## config.mk

```make
export PLATFORM = sky130hd
export DESIGN_NAME = fade_engine
export DESIGN_NICKNAME = d
export VERILOG_FILES = /design/src/rtl/fade_pkg.sv /design/src/rtl/fade_step_timer.sv /design/src/rtl/fade_ramp.sv /design/src/rtl/fade_flags.sv /design/src/rtl/fade_engine.sv
export SDC_FILE = /design/constraint.sdc
export NUM_CORES = 1
export LEC_CHECK = 0
export BUFFER_PORTS_ARGS = -buffer_cell sky130_fd_sc_hd__buf_2
export CAP_MARGIN = 5
export CORE_MARGIN = 1
export CORE_UTILIZATION = 59
export CTS_CLUSTER_SIZE = 16
export DETAILED_ROUTE_END_ITERATION = 6
export PLACE_DENSITY = 0.85
export SLEW_MARGIN = 20
export SYNTH_ARGS = -nofsm -noshare
export SYNTH_HDL_FRONTEND = slang
export SYNTH_SLANG_ARGS = --single-unit
```

## constraint.sdc

```tcl
create_clock -name clk -period 4.7 [get_ports clk]
set_input_delay 0.235 -clock clk [delete_from_list [all_inputs] [get_ports clk]]
set_output_delay 0.235 -clock clk [all_outputs]
set_load 0.02 [all_outputs]
```

## src/rtl/fade_pkg.sv

```systemverilog
`timescale 1ns/1ps
package fade_pkg;
  typedef enum logic [1:0] {
    RAMP_OFF   = 2'd0,
    RAMP_ARMED = 2'd1,
    RAMP_RUN   = 2'd2,
    RAMP_DONE  = 2'd3
  } ramp_state_e;

  localparam int NUM_FLAGS = 3;
  localparam int FLAG_SCROLL = 0;
  localparam int FLAG_FADE   = 1;
  localparam int FLAG_PAL    = 2;
endpackage

```

## src/rtl/fade_step_timer.sv

```systemverilog
`timescale 1ns/1ps
module fade_step_timer #(
  parameter int SPD_W = 4,
  parameter int UNIT  = 2
) (
  input  logic             clk,
  input  logic             rst,
  input  logic             run,
  input  logic             tick,
  input  logic [SPD_W-1:0] speed,
  output logic             step
);
  localparam int MAX_LEN = UNIT * (2 ** SPD_W);
  localparam int CNT_W   = (MAX_LEN > 1) ? $clog2(MAX_LEN) : 1;

  logic [CNT_W-1:0] cnt;
  logic [CNT_W-1:0] lim;

  assign lim  = CNT_W'(UNIT * (int'(speed) + 1) - 1);
  assign step = run && tick && (cnt >= lim);

  always_ff @(posedge clk) begin
    if (rst || !run) begin
      cnt <= '0;
    end else if (tick) begin
      cnt <= (cnt >= lim) ? '0 : cnt + 1'b1;
    end
  end

  // an idle ramp leaves the timer cleared
  a_r10_timer_cleared: assert property (@(posedge clk) disable iff (rst)
    !run |=> (cnt == '0));
  // no tick, no progress
  a_r3_tick_gates: assert property (@(posedge clk) disable iff (rst)
    (run && !tick) |=> $stable(cnt));
endmodule

```

## src/rtl/fade_ramp.sv

```systemverilog
`timescale 1ns/1ps
module fade_ramp
  import fade_pkg::*;
#(
  parameter int LVL_W     = 6,
  parameter bit REPEAT_OK = 1'b1
) (
  input  logic             clk,
  input  logic             rst,
  input  logic             en,
  input  logic             go,
  input  logic             dir,
  input  logic             rep,
  input  logic             step,
  output logic [LVL_W-1:0] lvl,
  output logic             armed,
  output logic             running,
  output logic             end_evt
);
  localparam logic [LVL_W-1:0] MAXL = '1;

  ramp_state_e      state;
  logic             cur_dir;
  logic             at_end;
  logic [LVL_W-1:0] start_lvl;

  assign start_lvl = dir ? MAXL : '0;
  assign at_end    = cur_dir ? (lvl == '0) : (lvl == MAXL);
  assign running   = (state == RAMP_RUN);
  assign armed     = (state == RAMP_ARMED);
  assign end_evt   = running && step && at_end;

  always_ff @(posedge clk) begin
    if (rst) begin
      state   <= RAMP_OFF;
      lvl     <= MAXL;
      cur_dir <= 1'b0;
    end else if (!en) begin
      state   <= RAMP_OFF;
      lvl     <= MAXL;
    end else begin
      case (state)
        RAMP_OFF, RAMP_ARMED: begin
          lvl     <= start_lvl;
          cur_dir <= dir;
          state   <= go ? RAMP_RUN : RAMP_ARMED;
        end
        RAMP_RUN: begin
          if (step) begin
            if (at_end) begin
              if (REPEAT_OK && rep) cur_dir <= ~cur_dir;
              else                  state   <= RAMP_DONE;
            end else if (cur_dir) begin
              lvl <= lvl - 1'b1;
            end else begin
              lvl <= lvl + 1'b1;
            end
          end
        end
        default: ;
      endcase
    end
  end

  // disabled means full scale on the next cycle
  a_r10_off_full: assert property (@(posedge clk) disable iff (rst)
    !en |=> (lvl == MAXL));
  // level only moves on a timer step
  a_r3_hold_between_steps: assert property (@(posedge clk) disable iff (rst)
    (en && running && !step) |=> $stable(lvl));
  // a finished single run holds its end level
  a_r4_done_holds: assert property (@(posedge clk) disable iff (rst)
    (en && state == RAMP_DONE) |=> $stable(lvl));
endmodule

```

## src/rtl/fade_flags.sv

```systemverilog
`timescale 1ns/1ps
module fade_flags #(
  parameter int NF = 3
) (
  input  logic          clk,
  input  logic          rst,
  input  logic [NF-1:0] set_evt,
  input  logic [NF-1:0] clr,
  output logic [NF-1:0] flags
);
  for (genvar i = 0; i < NF; i++) begin : g_flag
    always_ff @(posedge clk) begin
      if (rst)             flags[i] <= 1'b0;
      else if (set_evt[i]) flags[i] <= 1'b1;
      else if (clr[i])     flags[i] <= 1'b0;
    end

    // an event wins over a coincident clear
    a_r8_set_wins: assert property (@(posedge clk) disable iff (rst)
      set_evt[i] |=> flags[i]);
    // sticky until its own clear
    a_r8_sticky: assert property (@(posedge clk) disable iff (rst)
      (flags[i] && !clr[i]) |=> flags[i]);
    a_r8_clear_works: assert property (@(posedge clk) disable iff (rst)
      (clr[i] && !set_evt[i]) |=> !flags[i]);
  end
endmodule

```

## src/rtl/fade_engine.sv

```systemverilog
`timescale 1ns/1ps
module fade_engine
  import fade_pkg::*;
#(
  parameter int LVL_W          = 6,
  parameter int SPD_W          = 4,
  parameter int PAL_W          = 3,
  parameter int TICKS_PER_UNIT = 2,
  parameter int STAT_W         = 8
) (
  input  logic              clk,
  input  logic              rst,
  input  logic              ms_tick,
  input  logic              g_en,
  input  logic              g_go,
  input  logic              g_dir,
  input  logic              g_rep,
  input  logic [SPD_W-1:0]  g_speed,
  input  logic              p_en,
  input  logic              p_go,
  input  logic              p_dir,
  input  logic [PAL_W-1:0]  p_sel,
  input  logic [SPD_W-1:0]  p_speed,
  input  logic              scroll_done,
  input  logic              clr_scroll,
  input  logic              clr_fade,
  input  logic              clr_pal,
  output logic [LVL_W-1:0]  g_level,
  output logic              g_blank,
  output logic [PAL_W-1:0]  p_index,
  output logic [LVL_W-1:0]  p_scale,
  output logic [STAT_W-1:0] status,
  output logic              irq
);
  localparam logic [LVL_W-1:0] MAXL = '1;

  logic g_step, g_run, g_armed, g_end;
  logic p_step, p_run, p_armed, p_end;
  logic p_valid;
  logic [NUM_FLAGS-1:0] evt, clr, flags;

  assign p_valid = p_en && (p_sel != '0);

  fade_step_timer #(.SPD_W(SPD_W), .UNIT(TICKS_PER_UNIT)) u_g_timer (
    .clk(clk), .rst(rst), .run(g_run), .tick(ms_tick),
    .speed(g_speed), .step(g_step)
  );

  fade_ramp #(.LVL_W(LVL_W), .REPEAT_OK(1'b1)) u_g_ramp (
    .clk(clk), .rst(rst), .en(g_en), .go(g_go), .dir(g_dir), .rep(g_rep),
    .step(g_step), .lvl(g_level), .armed(g_armed), .running(g_run),
    .end_evt(g_end)
  );

  fade_step_timer #(.SPD_W(SPD_W), .UNIT(TICKS_PER_UNIT)) u_p_timer (
    .clk(clk), .rst(rst), .run(p_run), .tick(ms_tick),
    .speed(p_speed), .step(p_step)
  );

  fade_ramp #(.LVL_W(LVL_W), .REPEAT_OK(1'b0)) u_p_ramp (
    .clk(clk), .rst(rst), .en(p_valid), .go(p_go), .dir(p_dir), .rep(1'b0),
    .step(p_step), .lvl(p_scale), .armed(p_armed), .running(p_run),
    .end_evt(p_end)
  );

  assign g_blank = g_armed;

  always_ff @(posedge clk) begin
    if (rst) p_index <= '0;
    else     p_index <= p_valid ? p_sel : '0;
  end

  always_comb begin
    evt = '0;
    clr = '0;
    evt[FLAG_SCROLL] = scroll_done;
    evt[FLAG_FADE]   = g_end;
    evt[FLAG_PAL]    = p_end;
    clr[FLAG_SCROLL] = clr_scroll;
    clr[FLAG_FADE]   = clr_fade;
    clr[FLAG_PAL]    = clr_pal;
  end

  fade_flags #(.NF(NUM_FLAGS)) u_flags (
    .clk(clk), .rst(rst), .set_evt(evt), .clr(clr), .flags(flags)
  );

  assign status = {{(STAT_W-NUM_FLAGS){1'b0}}, flags};
  assign irq    = |flags;

  // blanking only while the global fade is enabled
  a_r2_blank_needs_enable: assert property (@(posedge clk) disable iff (rst)
    !g_en |=> !g_blank);
  // an invalid palette number leaves everything at rest
  a_r7_invalid_sel_idle: assert property (@(posedge clk) disable iff (rst)
    (p_sel == '0) |=> (p_index == '0 && p_scale == MAXL));
  // the palette flag rises only when the palette ramp ends
  a_r7_pal_flag_source: assert property (@(posedge clk) disable iff (rst)
    $rose(status[FLAG_PAL]) |-> $past(p_end));
  // interrupt follows the status word
  a_r9_irq_status: assert property (@(posedge clk) disable iff (rst)
    irq == (status != '0));
endmodule

```

# --- Word-level counts from Yosys, hierarchy flattened ---
# Index checks and enable logic that the tools add are counted.
op_classes:
  n_lt_le_gt_ge: 2
  bitwise_logic: 3
  n_reduce_logical: 34
  muxes: 33
  add_sub_neg: 10
  eq_ne: 14
ops:
  columns: ["operator", "count"]
  rows:
  - ["$mux W6", 8]
  - ["$pmux W6 S2", 2]
  - ["$mux W2", 7]
  - ["$add A6 B1 Y6 const B", 2]
  - ["$eq A6 B6 Y1 const B", 2]
  - ["$logic_not A6 Y1", 2]
  - ["$ne A2 B2 Y1 const B", 6]
  - ["$sub A6 B1 Y6 const B", 2]
  - ["$mux W1", 11]
  - ["$add A5 B1 Y5 const B", 2]
  - ["$ge A5 B5 Y1", 2]
  - ["$mux W5", 2]
  - ["$reduce_bool A2 Y1", 5]
  - ["$sub A5 B2 Y5 const B", 2]
  - ["$logic_and A1 B1 Y1", 9]
  - ["$reduce_and A3 Y1", 3]
  - ["$add A4 B1 Y4 const B", 2]
  - ["$pmux W2 S2", 2]
  - ["$reduce_or A2 Y1", 4]
  - ["$reduce_and A5 Y1", 1]
  - ["$eq A2 B1 Y1 const B", 2]
  - ["$eq A2 B2 Y1 const B", 2]
  - ["$logic_not A2 Y1", 2]
  - ["$ne A2 B1 Y1 const B", 2]
  - ["other kinds (8)", 12]
totals:
  in_bits: 25
  elab_cells: 108
  output_inout_bits: 25
  register_bits: 34

# --- Longest topological paths before layout ---
# Gate-level depths: netlist (run 1).
depth:
  word_depth: 7
  ltp_mapped: 12
  depth_no_buf: 12

# --- Cells and area by module ---
# Synthesis (run 1) repeated with hierarchy kept, for this count alone.
hier_totals:
  hier_cells: 277
  area_unflattened_um2: 2386.0
by_module_without_submodules:
  columns: ["module", "cells_per_inst", "seq_area_each_um2", "area_each_um2", "n_inst"]
  rows:
  - ["fade_ramp (u_g_ramp)", 84, 180.2, 659.4, 1]
  - ["fade_ramp (u_p_ramp)", 75, 180.2, 640.6, 1]
  - ["fade_step_timer (u_g_timer)", 46, 100.1, 421.7, 1]
  - ["fade_step_timer (u_p_timer)", 46, 100.1, 416.6, 1]
  - ["fade_engine", 14, 60.1, 142.6, 1]
  - ["fade_flags", 12, 60.1, 105.1, 1]

# --- Worst setup path after synthesis (run 1) ---
# OpenSTA, ideal clock, no wires.
synth_timing:
  path_kind: "input to register"
  from: "input port p_speed[0]"
  to: "register u_p_ramp.lvl[1]"
  required_ps: 4638
  setup_ps: 62
  path_buffers: 0
  path_stages: 12
  setup_slack_ps: 2434
  arrival_ps: 2204
  path_cell_list: "ha_1 -> nand2b_1 -> xnor2_1 -> a21oi_1 -> nor2_1 -> xnor2_1 -> ha_1 -> a211oi_1 -> o21ai_1 -> o211ai_1 -> or4_1 -> nand3_1"
synth_between:
  elab_chain_cells: 6
synth_lines:
  columns: ["element", "line", "source"]
  rows:
  - ["from (decl)", "fade_engine.sv:23", "input logic [SPD_W-1:0] p_speed,"]
  - ["$add A4 B1 Y4", "fade_step_timer.sv:19", "assign lim = CNT_W'(UNIT * (int'(speed) + 1) - 1);"]
  - ["$sub A5 B2 Y5", "fade_step_timer.sv:19", null]
  - ["$ge A5 B5 Y1", "fade_step_timer.sv:20", "assign step = run && tick && (cnt >= lim);"]
  - ["$logic_and A1 B1 Y1", "fade_step_timer.sv:20", null]
  - ["$ne A2 B1 Y1 (no line)", null, null]
  - ["$reduce_and A3 Y1 (no line)", null, null]
  - ["to (signal assigned)", "fade_ramp.sv:44", "lvl <= start_lvl;"]
  - ["to (signal assigned)", "fade_ramp.sv:54", "lvl <= lvl - 1'b1;"]
  - ["to (signal assigned)", "fade_ramp.sv:56", "lvl <= lvl + 1'b1;"]
  - ["to (decl)", "fade_ramp.sv:15", "output logic [LVL_W-1:0] lvl,"]
# No other way between the ends.
# A chain may end at the register's enable or synchronous reset.

# --- Worst setup path in the final report (run 1) ---
layout_timing:
  from: "input port p_speed[0]"
  to: "register u_p_ramp.lvl[2]"
# The elaborated chain is that of the path after synthesis.

==> results of run 1 <==
kinds of logic after synthesis:
group / after synthesis / share of synthesized area, %
AO/OA/AOI/OAI: 55 / 17.5
AND/OR/NAND/NOR: 105 / 23.1
multiplexers: 13 / 5.62
flip-flops: 34 / 29.4
adder cells (fa/ha/maj): 22 / 12.5
XOR/XNOR: 16 / 6.05
other: 1 / 0.162
buffers and inverters: 29 / 5.68
sequential cells by signal, indices dropped and copies added (netlist names):
signal            count
u_g_ramp.state        2
u_g_ramp.cur_dir      1
p_index               3
u_p_timer.cnt         5
u_p_ramp.state        2
u_p_ramp.cur_dir      1
u_g_timer.cnt         5
u_g_ramp.lvl          6
u_p_ramp.lvl          6
u_flags.flags         3
placed cells by master (no fill, tap or decap), types with 6 or more instances in the layout:
cell type / n
a211oi_1: 11
a21oi_1: 11
buf_2: 44
dfxtp_1: 34
ha_1: 20
inv_1: 17
mux2i_1: 13
nand2_1: 14
nand4_1: 6
nor2_1: 38
nor3_1: 11
o21ai_0: 10
xnor2_1: 10
xor2_1: 6
per-stage QoR:
step                      setup WS [ps]  hold slack, ps  power (mW)  instances  utilization (%)
after floorplan                    2430             329       0.433        279                -
after global placement             2140             445       0.467        359             68.4
after detailed placement           2080             456       0.472        359             68.4
after CTS                          2370             156       0.744        367             71.5
after global routing               2130             150       0.778        367             71.5
final                              2400             159       0.740        367             71.5
power breakdown:
group | internal, mW | switching [mW] | leakage [nW]
sequential | 0.298 | 0.0170 | 0.278
combinational | 0.0642 | 0.0881 | 0.853
clock | 0.158 | 0.115 | 0.0504
per-layer routing:
metal / vias up / wire (um) / GRT usage (%)
met3: 9 / 217 / 4.93
met2: 69 / 2430 / 44.7
met5: - / 0 / 0
li1: 1054 / - / -
met4: 0 / 79 / 10.6
met1: 970 / 2240 / 31.4
layout make-up:
cell class | instances | area (um^2) | share of cell area (%)
timing repair buffer | 44 | 220 | 8.29
tap | 48 | 60.1 | 2.26
sequential | 34 | 681 | 25.6
multi-input combinational | 216 | 1520 | 57.1
inverter | 17 | 63.8 | 2.40
clock inverter | 3 | 45.0 | 1.70
clock buffer | 5 | 68.8 | 2.59
path summary, 6_finish.rpt:
check        slack (ps)                            end  depth (start not counted)                     startpoint
min reg2reg         500  u_flags.flags[1]$_SDFFE_PP0P_                          2  u_flags.flags[1]$_SDFFE_PP0P_
min                 160          p_index[2]$_SDFF_PP0_                          2                       p_sel[2]
max                2400   u_p_ramp.lvl[2]$_SDFFE_PP1P_                         11                     p_speed[0]
max reg2reg        2760   u_g_ramp.lvl[4]$_SDFFE_PP1P_                          7  u_g_ramp.cur_dir$_SDFFE_PP0P_
synth_stat cells (6+ instances only):
cell	n	area, um^2
a211oi_1	11	82.6
a21oi_1	11	55.1
dfxtp_1	34	681
ha_1	20	250
inv_1	17	63.8
mux2i_1	13	130
nand2_1	14	52.6
nand4_1	6	37.5
nor2_1	38	143
nor3_1	11	55.1
o21ai_0	10	50.1
xnor2_1	10	87.6
xor2_1	6	52.6
==> reports/summary.log, run 1 <==
INFO  grt            grt_util_all_layers=25.9%
INFO  yosys          syn-mean-instance-area=8.42um^2
INFO  detailed_routing route.antenna.remaining_nets=0
INFO  floorplan      die_w=64.6um
INFO  yosys          syn-cell-area=0.00231mm^2
INFO  detailed_routing drt_pass1_iterations=4
INFO  sta            finalCriticalPeriod=2300ps
INFO  layout         final_area=0.00266mm^2
INFO  floorplan      floorplan.core_area=0.00372mm^2
INFO  clock_tree     cts_sinks=34
INFO  layout         final_layout_size_suffix_gt1_share=19.1%
INFO  detailed_routing violation_count_after_the_first_detailed_routing_iteration=130
INFO  grt            pin_count_of_the_biggest_net_entering_global_routing=13
INFO  clock_tree     holdBufCountCts=0
INFO  floorplan      die_y=64.6um
INFO  critical_path  top_family_by_delay_on_critical_path=compound AO/OA/AOI/OAI gates
INFO  yosys          synth.yosys.warnings=0
INFO  detailed_routing drcViolationCount=0
INFO  critical_path  worst-endpoint-arrival=2460ps
INFO  sta            tightestPinTransition=577ps
INFO  layout         syn_to_final_growth=14.8%
INFO  critical_path  list_of_cells_traversed_by_the_critical_path=buf_2 -> ha_1 -> nand2b_1 -> xnor2_1 -> a21oi_1 -> nor2_1 -> xnor2_1 -> ha_1 -> o211ai_1 -> o21ai_2 -> mux2i_1
INFO  clock_tree     worst_setup_hold_path_clk_slew=70ps
INFO  clock_tree     clk-insertion-delay-late=290ps
INFO  yosys          ys_dominant_reg_cell=dfxtp_1
INFO  sta            timing.max_slew.rel_slack=61.4%
INFO  critical_path  timing.critical_path.slowest_cell_delay=500ps
INFO  critical_path  critPathRequiredTime=4870ps
INFO  floorplan      design.die.area=0.00418mm^2
INFO  yosys          number_of_enable_type_register_cells_in_the_synthesized_netlist=0
INFO  placement      placed_area=0.00254mm^2
INFO  sta            slew_violations=0
INFO  sta            rsz0062_at_grt=false
INFO  clock_tree     cts_setup_buffers=0
INFO  critical_path  worstSetupStartpointType=primary input
INFO  layout         antenna_cells=0
INFO  grt            gr-total-overflow=0
INFO  clock_tree     cts_buffers=5
INFO  pwr            cellPowerDensity=279mW/mm^2
INFO  critical_path  critical_path.slowest_cell=o211ai_1
INFO  floorplan      fp-row-count=22
INFO  pwr            irDropWorstVdd=0.184mV
INFO  run            drv.max_cap_violation_count=0
INFO  detailed_routing drt_total_wl=4970um
INFO  clock_tree     cts_htree_levels=2
INFO  yosys          synth.distinct_cells=48
INFO  floorplan      initial_utilization=62.3%
INFO  clock_tree     cts.repair.resized=0
INFO  sta            finalClockSkew=7.62ps
INFO  grt            grt_antenna_before_repair=0
INFO  layout         n_fill_cell=305
INFO  min_path       min-delay-path-class=in2reg
INFO  sta            period_share=48.9%
INFO  critical_path  crit_path_max_fanout=8
INFO  sta            report.final.setup_viol=0
INFO  placement      dp_hpwl=3760um
INFO  clock_tree     clock_tree.buffer_depth=2
INFO  placement      final_replace_weighted_congestion=0.898
INFO  sta            hold_violations=0
INFO  placement      place.port_buffers=44
INFO  detailed_routing drt-wirelength-per-cell=13.5um
INFO  detailed_routing detail_route.vias_per_cell=5.73
INFO  critical_path  timing.critical_path.to_type=flip-flop
INFO  critical_path  criticalPathCategory=in2reg
INFO  yosys          ys_ff_latch=34
INFO  yosys          synth-seq-area-share=29.4%
INFO  pwr            total_leakage_power=1.18nW
INFO  layout         nets=365
INFO  critical_path  crit_buf_inv=1
INFO  run_status     status=finished, final reports clean
INFO  clock_tree     cts_tree=done
INFO  floorplan      floorplan.io_pins=50
INFO  sta            final.setup.tns=0ps
INFO  grt            grt_pass1_vias=1986
INFO  grt            grt_first_pass_wirelength=8450um
INFO  detailed_routing routed-via-count=2102
INFO  sta            max_freq=0.435GHz
INFO  clock_tree     ctsRootBufferMaster=clkbuf_8
INFO  yosys          async_reset_ff_share=0%
INFO  yosys          syn-instance-count=275
Power figures use the tool's default switching activity.
==> run 2: changes to the inputs <==
Settings changed: CORE_UTILIZATION 59 to 55, PLACE_DENSITY 0.85 to 0.8.
Clock period 4.7 ns to 2.4 ns, I/O delays scaled along.
==> reports/summary.log, run 2 (same netlist as run 1, synthesis figures left out) <==
INFO  run_status     status=finished, final reports clean [unchanged]
INFO  floorplan      fp-row-count=23 [was 22]
INFO  critical_path  worstReg2RegEnd=u_g_ramp.lvl[4]$_SDFFE_PP1P_ [unchanged]
INFO  clock_tree     ctsRootBufferMaster=clkbuf_8 [unchanged]
INFO  sta            period_share=89.5%
INFO  clock_tree     cts_buffers=5 [unchanged]
INFO  layout         nets=368 [was 365]
INFO  min_path       min-delay-path-class=in2reg [unchanged]
INFO  detailed_routing drt_total_wl=4760um [was 4970 um]
INFO  floorplan      floorplan.io_pins=50 [unchanged]
INFO  pwr            irDropWorstVdd=0.433mV [was 0.184 mV]
INFO  floorplan      die_y=66.9um [was 64.6 um]
INFO  sta            final.setup.tns=0ps [unchanged]
INFO  grt            grt_util_all_layers=23.4% [was 25.9%]
INFO  run            drv.max_cap_violation_count=0 [unchanged]
INFO  layout         layout.cells.most_common_list=buf_2 (44), nor2_1 (38), dfxtp_1 (34) [unchanged]
INFO  floorplan      design.die.area=0.00447mm^2 [was 0.00418 mm^2]
INFO  placement      place.port_buffers=44 [unchanged]
INFO  placement      final_replace_weighted_congestion=0.819 [was 0.898]
INFO  placement      place_inst=364 [was 359]
INFO  sta            tightestPinTransition=625ps [was 577 ps]
INFO  floorplan      initial_utilization=57.5% [was 62.3%]
INFO  detailed_routing drcViolationCount=0 [unchanged]
INFO  clock_tree     clk-insertion-delay-late=280ps [was 290 ps]
INFO  min_path       whs_path_depth=2 [unchanged]
INFO  detailed_routing routed-via-count=2088 [was 2102]
INFO  layout         postLayoutCoreUtil=66.1% [was 71.5%]
INFO  pwr            cellPowerDensity=511mW/mm^2 [was 279 mW/mm^2]
INFO  placement      dpl_worst_slack=-25.4ps [was 2080 ps]
INFO  min_path       min_to=u_g_ramp.state[0]$_SDFFE_PP0P_ [was p_index[2]$_SDFF_PP0_]
INFO  layout         top_regs=u_g_ramp.lvl: 6 flops, u_p_ramp.lvl: 6 flops [unchanged]
INFO  clock_tree     clock_tree.buffer_depth=2 [unchanged]
INFO  layout         antenna_cells=0 [unchanged]
INFO  grt            grt_pass1_vias=1863 [was 1986]
INFO  clock_tree     cts_htree_levels=2 [unchanged]
INFO  sta            timing.max_slew.rel_slack=58.1% [was 61.4%]
INFO  critical_path  worst-endpoint-arrival=2370ps [was 2460 ps]
INFO  floorplan      die_w=66.9um [was 64.6 um]
INFO  critical_path  timing.critical_path.to_type=flip-flop [unchanged]
INFO  grt            gr-total-overflow=0 [unchanged]
INFO  detailed_routing violation_count_after_the_first_detailed_routing_iteration=70 [was 130]
INFO  placement      dp_hpwl=3700um [was 3760 um]
INFO  sta            fin_ws=253ps [was 2400 ps]
INFO  detailed_routing drt-wirelength-per-cell=12.8um [was 13.5 um]
INFO  sta            finalClockSkew=2.43ps [was 7.62 ps]
INFO  sta            holdWs=41.5ps [was 159 ps]
INFO  layout         final_layout_size_suffix_gt1_share=19.9% [was 19.1%]
INFO  sta            slew_violations=0 [unchanged]
INFO  detailed_routing route.antenna.remaining_nets=0 [unchanged]
INFO  critical_path  criticalPathCategory=in2reg [unchanged]
INFO  critical_path  crit_path_max_fanout=8 [unchanged]
INFO  sta            finalCriticalPeriod=2150ps
INFO  detailed_routing drt_pass1_iterations=4 [unchanged]
INFO  sta            hold_violations=0 [unchanged]
INFO  layout         layout.cells.most_common=buf_2 [unchanged]
INFO  grt            pin_count_of_the_biggest_net_entering_global_routing=13 [unchanged]
INFO  critical_path  reg2reg_slack=440ps [was 2760 ps]
INFO  clock_tree     holdBufCountCts=0 [unchanged]
INFO  critical_path  worstSetupStartpointType=primary input [unchanged]
INFO  clock_tree     cts.repair.resized=0 [unchanged]
INFO  sta            report.final.setup_viol=0 [unchanged]
INFO  sta            max_freq=0.466GHz
INFO  clock_tree     cts_tree=done [unchanged]
INFO  grt            grt_first_pass_wirelength=7960um [was 8450 um]
INFO  clock_tree     cts_setup_buffers=0 [unchanged]
INFO  layout         n_fill_cell=347 [was 305]
INFO  detailed_routing detail_route.vias_per_cell=5.61 [was 5.73]
INFO  grt            grt_antenna_before_repair=0 [unchanged]
INFO  clock_tree     worst_setup_hold_path_clk_slew=70ps [about the same]
INFO  min_path       origin_of_the_worst_min_delay_path=g_go [was p_sel[2]]
INFO  critical_path  timing.reg2reg.worst_path_depth=7 [unchanged]
INFO  clock_tree     cts_sinks=34 [unchanged]
INFO  pwr            total_leakage_power=1.19nW [was 1.18 nW]
INFO  critical_path  r2r_start=u_g_ramp.cur_dir$_SDFFE_PP0P_ [unchanged]
INFO  critical_path  critPathRequiredTime=2630ps [was 4870 ps]
INFO  layout         syn_to_final_growth=15.0% [was 14.8%]
INFO  sta            rsz0062_at_grt=false [unchanged]
INFO  floorplan      floorplan.core_area=0.00403mm^2 [was 0.00372 mm^2]
INFO  layout         fin_cells=372 [was 367]
## run 2: routing by layer
metal	GRT usage [%]	wire, um	share of wire, %
met5	0	0	0
met4	7.18	47	0.99
met3	5.48	179	3.8
met2	38.6	2210	46
met1	29.8	2330	49
## run 2: how the worst max path moves through the flow
stage | start | cells past startpoint | slack [ps] | end
floorplan | p_speed[0] | 12 | 250 | u_p_ramp.lvl[1]$_SDFFE_PP1P_
global placement | p_speed[0] | 11 | -20 | u_p_ramp.lvl[5]$_SDFFE_PP1P_
detailed placement | p_speed[0] | 11 | -30 | u_p_ramp.lvl[4]$_SDFFE_PP1P_
CTS | p_speed[0] | 13 | 250 | u_p_ramp.lvl[1]$_SDFFE_PP1P_
global route | p_speed[0] | 11 | 70 | u_p_timer.cnt[4]$_SDFFE_PP0P_
finish | p_speed[0] | 13 | 250 | u_p_ramp.lvl[1]$_SDFFE_PP1P_
## run 2: cell type report
type | count | area (um^2) | area share [%]
tap | 50 | 62.6 | 2.35
timing repair buffer | 47 | 243 | 9.12
inverter | 17 | 63.8 | 2.40
multi-input combinational | 216 | 1520 | 57.0
clock inverter | 2 | 12.5 | 0.470
sequential | 34 | 681 | 25.6
clock buffer | 6 | 82.6 | 3.10
## run 2: worst max-delay path, cell delays in order
cell and delay (ps):
buf_2 100, ha_1 290, nand2b_1 160, xnor2_1 120, a21oi_1 140, nor2_1 60, xnor2_1 150, ha_1 190
a211oi_1 50, o21ai_1 80, o211ai_1 270, or4_1 550, nand3_1 90
## run 2: metrics by stage
stage / total power, mW / cell area (um^2)
after floorplan: 0.849 / 2330
after global placement: 0.922 / 2570
after detailed placement: 0.930 / 2570
after CTS: 1.37 / 2660
after global routing: 1.44 / 2660
final: 1.36 / 2660
## run 2: report_power, final
group	internal (mW)	switching, mW	leakage (nW)
logic	0.129	0.175	0.868
registers	0.584	0.0311	0.278
clock network	0.230	0.210	0.0472
